--- config.mk ---
export PLATFORM = sky130hd
export DESIGN_NAME = irq_flag_reg
export DESIGN_NICKNAME = d
export VERILOG_FILES = /design/src/rtl/irq_flag_reg.sv
export SDC_FILE = /design/constraint.sdc
export NUM_CORES = 1
export LEC_CHECK = 0
export ABC_AREA = 1
export BUFFER_PORTS_ARGS = -buffer_cell sky130_fd_sc_hd__buf_2
export CAP_MARGIN = 20
export CORE_MARGIN = 2
export CORE_UTILIZATION = 39
export DETAILED_ROUTE_END_ITERATION = 8
export HOLD_SLACK_MARGIN = 0.12
export PLACE_DENSITY = 0.75
export SKIP_LAST_GASP = 1
export SLEW_MARGIN = 20
export SYNTH_ARGS = -nofsm -noshare
export SYNTH_HDL_FRONTEND = slang
export SYNTH_SLANG_ARGS = --single-unit
--- constraint.sdc ---
create_clock -name clk -period 0.9 [get_ports clk]
set_input_delay 0.18 -clock clk [delete_from_list [all_inputs] [get_ports clk]]
set_output_delay 0.18 -clock clk [all_outputs]
set_load 0.005 [all_outputs]
--- src/rtl/irq_flag_reg.sv ---
module irq_flag_reg (
  input  logic       clk,
  input  logic       rst_n,
  input  logic       wr_en,
  input  logic [7:0] wr_data,
  output logic [7:0] rd_data,
  input  logic       ovf_a,
  input  logic       ovf_b,
  input  logic [3:0] pin_in,
  input  logic [3:0] pin_fn_en,
  input  logic [3:0] pin_rise,
  input  logic [5:0] req_en,
  output logic [5:0] req_out
);

  logic [3:0] sync1, sync2, sync3;
  logic [3:0] pin_hit;
  logic [5:0] flags, set_v, clr_v;
  logic       unused_rsv;

  always_ff @(posedge clk or negedge rst_n) begin
    if (!rst_n) begin
      sync1 <= '0;
      sync2 <= '0;
      sync3 <= '0;
    end else begin
      sync1 <= pin_in;
      sync2 <= sync1;
      sync3 <= sync2;
    end
  end

  assign pin_hit = pin_fn_en & ((pin_rise & sync2 & ~sync3) |
                                (~pin_rise & ~sync2 & sync3));

  assign set_v = {ovf_a, ovf_b, pin_hit};
  assign clr_v = wr_en ? ~{wr_data[7:6], wr_data[3:0]} : 6'b0;
  assign unused_rsv = ^wr_data[5:4];

  always_ff @(posedge clk or negedge rst_n) begin
    if (!rst_n) flags <= '0;
    else        flags <= (flags & ~clr_v) | set_v;
  end

  assign rd_data = {flags[5:4], 2'b01, flags[3:0]};
  assign req_out = flags & req_en;


  no_false_set_chk: assert property (@(posedge clk) disable iff (!rst_n)
    (set_v == 6'b0) |=> ((flags & ~$past(flags)) == 6'b0));


  hold_chk: assert property (@(posedge clk) disable iff (!rst_n)
    !wr_en |=> ((~flags & $past(flags)) == 6'b0));


  set_wins_chk: assert property (@(posedge clk) disable iff (!rst_n)
    ovf_a |=> rd_data[7]);


  clear_chk: assert property (@(posedge clk) disable iff (!rst_n)
    (wr_en && !wr_data[7] && !ovf_a) |=> !rd_data[7]);

endmodule

==> results of run 1 <==
==> worst max-delay path by stage <==
stage                       start                 end  slack, ns  depth (start not counted)
6_report       flags[3]$_DFF_PN0_          req_out[3]      -0.17                          3
5_1_grt        flags[3]$_DFF_PN0_          req_out[3]      -0.24                          3
4_1_cts        flags[3]$_DFF_PN0_          req_out[3]      -0.19                          3
3_5_place_dp   flags[0]$_DFF_PN0_          req_out[0]       0.12                          3
3_3_place_gp   flags[0]$_DFF_PN0_          req_out[0]       0.13                          3
2_1_floorplan  sync2[1]$_DFF_PN0_  flags[1]$_DFF_PN0_       0.21                          4
==> layout make-up <==
cell class / count / area [sq um] / area share
Multi-Input combinational cell: 36 / 164 / 0.151
Clock buffer: 3 / 22.5 / 0.0207
Timing Repair Buffer: 59 / 380 / 0.350
Inverter: 13 / 48.8 / 0.0449
Tap cell: 17 / 21.3 / 0.0196
Sequential cell: 18 / 450 / 0.414
==> per-stage QoR <==
stage                     hold slack [ns]  utilization
after floorplan                    -0.116            -
after CTS                           0.128        0.639
after global routing                0.134        0.644
after global placement              0.118        0.524
after detailed placement            0.130        0.524
final                               0.135        0.644
==> power by group <==
| part | switching (mW) | internal (mW) | total (mW) |
|---|---|---|---|
| sequential | 0.0350 | 0.867 | 0.902 |
| combinational | 0.123 | 0.181 | 0.305 |
| clock | 0.213 | 0.155 | 0.368 |
| total | 0.371 | 1.20 | 1.57 |
==> metal layers <==
metal  vias up  global-route usage
met4         0              0.0914
li1        325                   -
met2        26               0.262
met1       296               0.128
met3         2              0.0397
met5         -                   0
==> synthesized netlist by cell type <==
master	count
nand2_1	20
dfrtp_1	18
inv_1	12
o21ai_1	7
nand3_1	4
o21ai_2	3
buf_4	2
conb_1	2
inv_2	1
==> flip-flops by register name, indices dropped and copies added, names as in the netlist <==
signal,cells
sync1,4
sync2,4
flags,6
sync3,4
==> worst min-delay path, delay by kind of cell <==
kind                   cells  cell delay [ns]
AND/OR/NAND/NOR            2             0.12
buffers and inverters      1             0.08
==> what timing repair did <==
| action | in CTS | in global routing |
|---|---|---|
| hold buffers | 15 | 0 |
| setup buffers | 3 | 1 |
| endpoints found under the hold margin | 27 | 0 |
| gates cloned | 0 | 0 |
| endpoints found under the setup margin | 12 | 12 |
| pin swaps | 2 | 1 |
==> cells by family (layout without fill, tap and decap cells) <==
group / Yosys count / count (layout) / synth area share
AO/OA/AOI/OAI: 10 / 10 / 0.0904
buffers and inverters: 15 / 75 / 0.0941
flip-flops: 18 / 18 / 0.664
other: 2 / 2 / 0.0111
AND/OR/NAND/NOR: 24 / 24 / 0.140
==> run summary, run 1 <==
leakage - 0.626 nW
share of cells above drive strength 1 - 0.395
area post-placement - 885 sq um
worst-path maximum fanout - 3
crit path launch type - flop
GRT overflow - 0
# DRC - 0
Initial Util - 0.401
setup TNS - -1.50 ns
max-cap viol count - 0
met1 WL - 523 um
metal2 WL - 774 um
final period utilization - 1.19
Die Width - 45.7 um
syn_nets - 100
R2R Path Start - flags[0]$_DFF_PN0_
number of synthesis warnings - 0
Register-to-Register Path Depth - 4
largest net degree at the start of global routing - 19
most common cell after layout, fill and taps aside - buf_2
critical path type - reg2out
Clk Latency, worst-skew pair - 0.27 ns
Clock Skews - 0.000429 ns
area share of the largest cell type after synthesis - 0.664
Synth area leader - dfrtp_1
fmax - 0.932 GHz
Top-Level Pins - 45
Setup crit end kind - output pin
buffer and inverter count on the worst path - 2
Via density - 4.45
Reg-to-Reg End - flags[0]$_DFF_PN0_
Detail Route Antenna Nets - 0
clock slew at reported path FFs - 0.09 ns
Area growth syn-to-layout - 60.3%
end of the worst hold path - flags[2]$_DFF_PN0_
CTS H-tree lvls - 1
routability cong. - 0.689
CP required - 0.72 ns
post-CTS resize count - 0
failing checks - setup timing
worst setup margin - -0.173 ns
synthesized flop and latch total - 18
number of global-route vias before repair - 563
Final Hold Fails - 0
first-pass GRT wire length - 2010 um
initial antenna violation count - 0
critical path arrival - 0.89 ns
Unique masters post-synth - 9
Finished Cell Area - 0.00109 sq mm
WL final - 1400 um
first drt pass iteration count - 1
Worst Hold Depth - 3
Worst Hold Class - in2reg
worst slack, placed - 0.125 ns
min cycle time layout - 1.07 ns
fill cell count - 137
status - complete, but fails checks
DP HPWL - 971 um
Syn Std Cell Area - 678 sq um
Cell Chain, Critical Path - nand2_1, inv_1, buf_2
R2R setup slack - 0.03 ns
ANT cells - 0
CP max stage cell - dfrtp_1
RSZ-0062 raised after global routing - yes
Met3 Wirelength - 90 um
CTS buffer count - 3
power density cells - 1450 mW/mm^2
Final nets - 162
Synth Instances - 69
GRT Util Overall - 0.140
Power, Total - 1.57 mW
Hold Crit Start - pin_fn_en[2]
total core area - 0.00169 sq mm
commonest non-fill, non-tap cells in the layout - 40 x buf_2, 20 x nand2_1, 18 x dfrtp_1
CTS tree - done
Worst path top cell family by delay - flip-flops
highest routed layer - met4
TritonCTS sink count - 18
final setup fails - 12
die height - 45.7 um
WL/cell - 9.62 um
initial drt markers - 0
CP peak stage delay - 0.40 ns
I/O Buffers - 40
CTS Root Cell - clkbuf_4
Clock Path Buffers - 2
fin. max-slew vios - 0
Cell Rows - 15
syn avg cell area - 9.83 sq um
Die ar. - 0.00209 sq mm
overall via count from detail_route - 649
dominant cells by area after synthesis - dfrtp_1 66%, nand2_1 11%, inv_1 6.6%, o21ai_1 5.2%, o21ai_2 3.9%
placed cell count - 124
maximum VDD drop - 1.25 mV
post-synthesis sequential area ratio - 0.664
non-filler instance count after layout - 146
Power figures use the tool's default switching activity.
==> run 2: changes to the inputs <==
REMOVE_ABC_BUFFERS = 1   (was unset)
==> run 2 against run 1 <==
The run still ends with setup timing left. Final cell count is 0.68% higher. Sequential share of layout area fell by 0.095 points. Critical path depth is 1 lower. Global-route usage rose by 1.6 points. Register-to-register slack is essentially flat. Flip-flop and latch count unchanged. Die area did not move. Highest routed layer unchanged.
==> run summary, run 2 (same netlist as run 1, synthesis figures left out) <==
power density cells - 1470 mW/mm^2 (+1.5%)
Die ar. - 0.00209 sq mm (unchanged)
Cell Chain, Critical Path - buf_4, buf_2
Clk Latency, worst-skew pair - 0.28 ns (about the same)
Top reg by flops - flags
most common cell after layout, fill and taps aside - buf_2
Die Width - 45.7 um (unchanged)
post-CTS resize count - 0 (unchanged)
fmax - 0.893 GHz (-4.2%)
CP required - 0.72 ns (about the same)
Power, Total - 1.60 mW (+1.7%)
area post-placement - 885 sq um (unchanged)
Worst Hold Class - in2reg
first drt pass iteration count - 3 (+2)
GRT Util Overall - 0.155 (+0.0155)
Cell Rows - 15 (unchanged)
worst slack, placed - 0.120 ns (-0.00423 ns)
critical path type - reg2out
clock slew at reported path FFs - 0.10 ns (about the same)
first-pass GRT wire length - 2260 um (+12%)
# DRC - 0 (unchanged)
number of global-route vias before repair - 541 (-3.9%)
CTS H-tree lvls - 1 (unchanged)
initial antenna violation count - 0 (unchanged)
overall via count from detail_route - 646 (-0.46%)
utilization after layout - 0.645 (+0.00148)
Clock Skews - 0.00988 ns (+0.00945 ns)
max-cap viol count - 0 (unchanged)
Final nets - 163 (+0.62%)
fill cell count - 134 (-2.2%)
non-filler instance count after layout - 147 (+0.68%)
ANT cells - 0 (unchanged)
share of cells above drive strength 1 - 0.415 (+0.0200)
CTS Root Cell - clkbuf_4
RSZ-0062 raised after global routing - yes
failing checks - setup timing
status - complete, but fails checks
final setup fails - 12 (unchanged)
Setup crit end kind - output pin
initial drt markers - 5 (+5)
Via density - 4.39 (-1.1%)
CP peak stage delay - 0.40 ns (about the same)
critical path arrival - 0.94 ns (+0.05 ns)
min cycle time layout - 1.12 ns (+0.0476 ns)
Finished Cell Area - 0.00109 sq mm (+0.23%)
worst-path maximum fanout - 2 (-1)
total core area - 0.00169 sq mm (unchanged)
WL/cell - 10.9 um (+13%)
TritonCTS sink count - 18 (unchanged)
Clock Path Buffers - 2 (unchanged)
routability cong. - 0.609 (-12%)
CP max stage cell - dfrtp_1
hold slack - 0.128 ns (-0.00736 ns)
die height - 45.7 um (unchanged)
Initial Util - 0.401 (unchanged)
worst setup margin - -0.220 ns (-0.0476 ns)
DP HPWL - 963 um (-0.84%)
maximum VDD drop - 1.00 mV (-20%)
crit path launch type - flop
Top-Level Pins - 45 (unchanged)
fin. max-slew vios - 0 (unchanged)
CTS tree - done
GRT overflow - 0 (unchanged)
Final Hold Fails - 0 (unchanged)
largest net degree at the start of global routing - 19 (unchanged)
placed cell count - 124 (unchanged)
CTS buffer count - 3 (unchanged)
commonest non-fill, non-tap cells in the layout - 40 x buf_2, 20 x nand2_1, 18 x dfrtp_1
leakage - 0.632 nW (+0.91%)
I/O Buffers - 40 (unchanged)
final period utilization - 1.24 (+0.0528)
setup TNS - -1.73 ns (-0.230 ns)
Area growth syn-to-layout - 60.7%
Detail Route Antenna Nets - 0 (unchanged)
max FFs per register - 6 (unchanged)
WL final - 1600 um (+14%)
[run 2: cell count changes in the layout (fill, tap and decap cells not counted), sizes merged]
| cell | previous run | this run |
|---|---|---|
| buf | 44 | 47 |
| dlygate4sd3 | 15 | 13 |
[run 2: what timing repair did]
action,in CTS,in global routing
endpoints found under the hold margin,27,0
pin swaps,2,2
hold buffers,13,0
setup buffers,4,3
endpoints found under the setup margin,12,12
[run 2: worst max-delay path: cells and delay by family (launching register included)]
kind / cells / cell delay, ns
buf+inv: 2 / 0.26
flops: 1 / 0.40
[run 2: layout make-up]
cell class	instances	area [sq um]	area share
inverter	13	48.8	0.0448
timing repair buffer	60	383	0.351
sequential	18	450	0.413
tap	17	21.3	0.0195
clock buffer	3	22.5	0.0207
multi-input combinational	36	164	0.150
[run 2: per-layer routing]
layer,vias to the layer above,global-route usage,share of wire
met5,-,0,0
met4,0,0.0514,0.0075
met2,16,0.296,0.57
met3,2,0.0238,0.039
li1,325,-,-
met1,303,0.174,0.38
[run 2: power breakdown]
group          switching (mW)  internal [mW]  total, mW
combinational           0.134          0.195      0.328
clock                   0.216          0.155      0.371
sequential             0.0348          0.867      0.902
[run 2: path summary, 6_finish.rpt]
check,depth (start not counted),from,slack (ns),to
max reg2reg,4,flags[3]$_DFF_PN0_,0.02,flags[3]$_DFF_PN0_
min reg2reg,0,sync1[3]$_DFF_PN0_,0.35,sync2[3]$_DFF_PN0_
min in group asynchronous,2,rst_n,0.34,flags[1]$_DFF_PN0_
min,3,pin_fn_en[0],0.13,flags[0]$_DFF_PN0_
max in group asynchronous,2,rst_n,0.28,flags[2]$_DFF_PN0_
max,2,flags[3]$_DFF_PN0_,-0.22,rd_data[3]
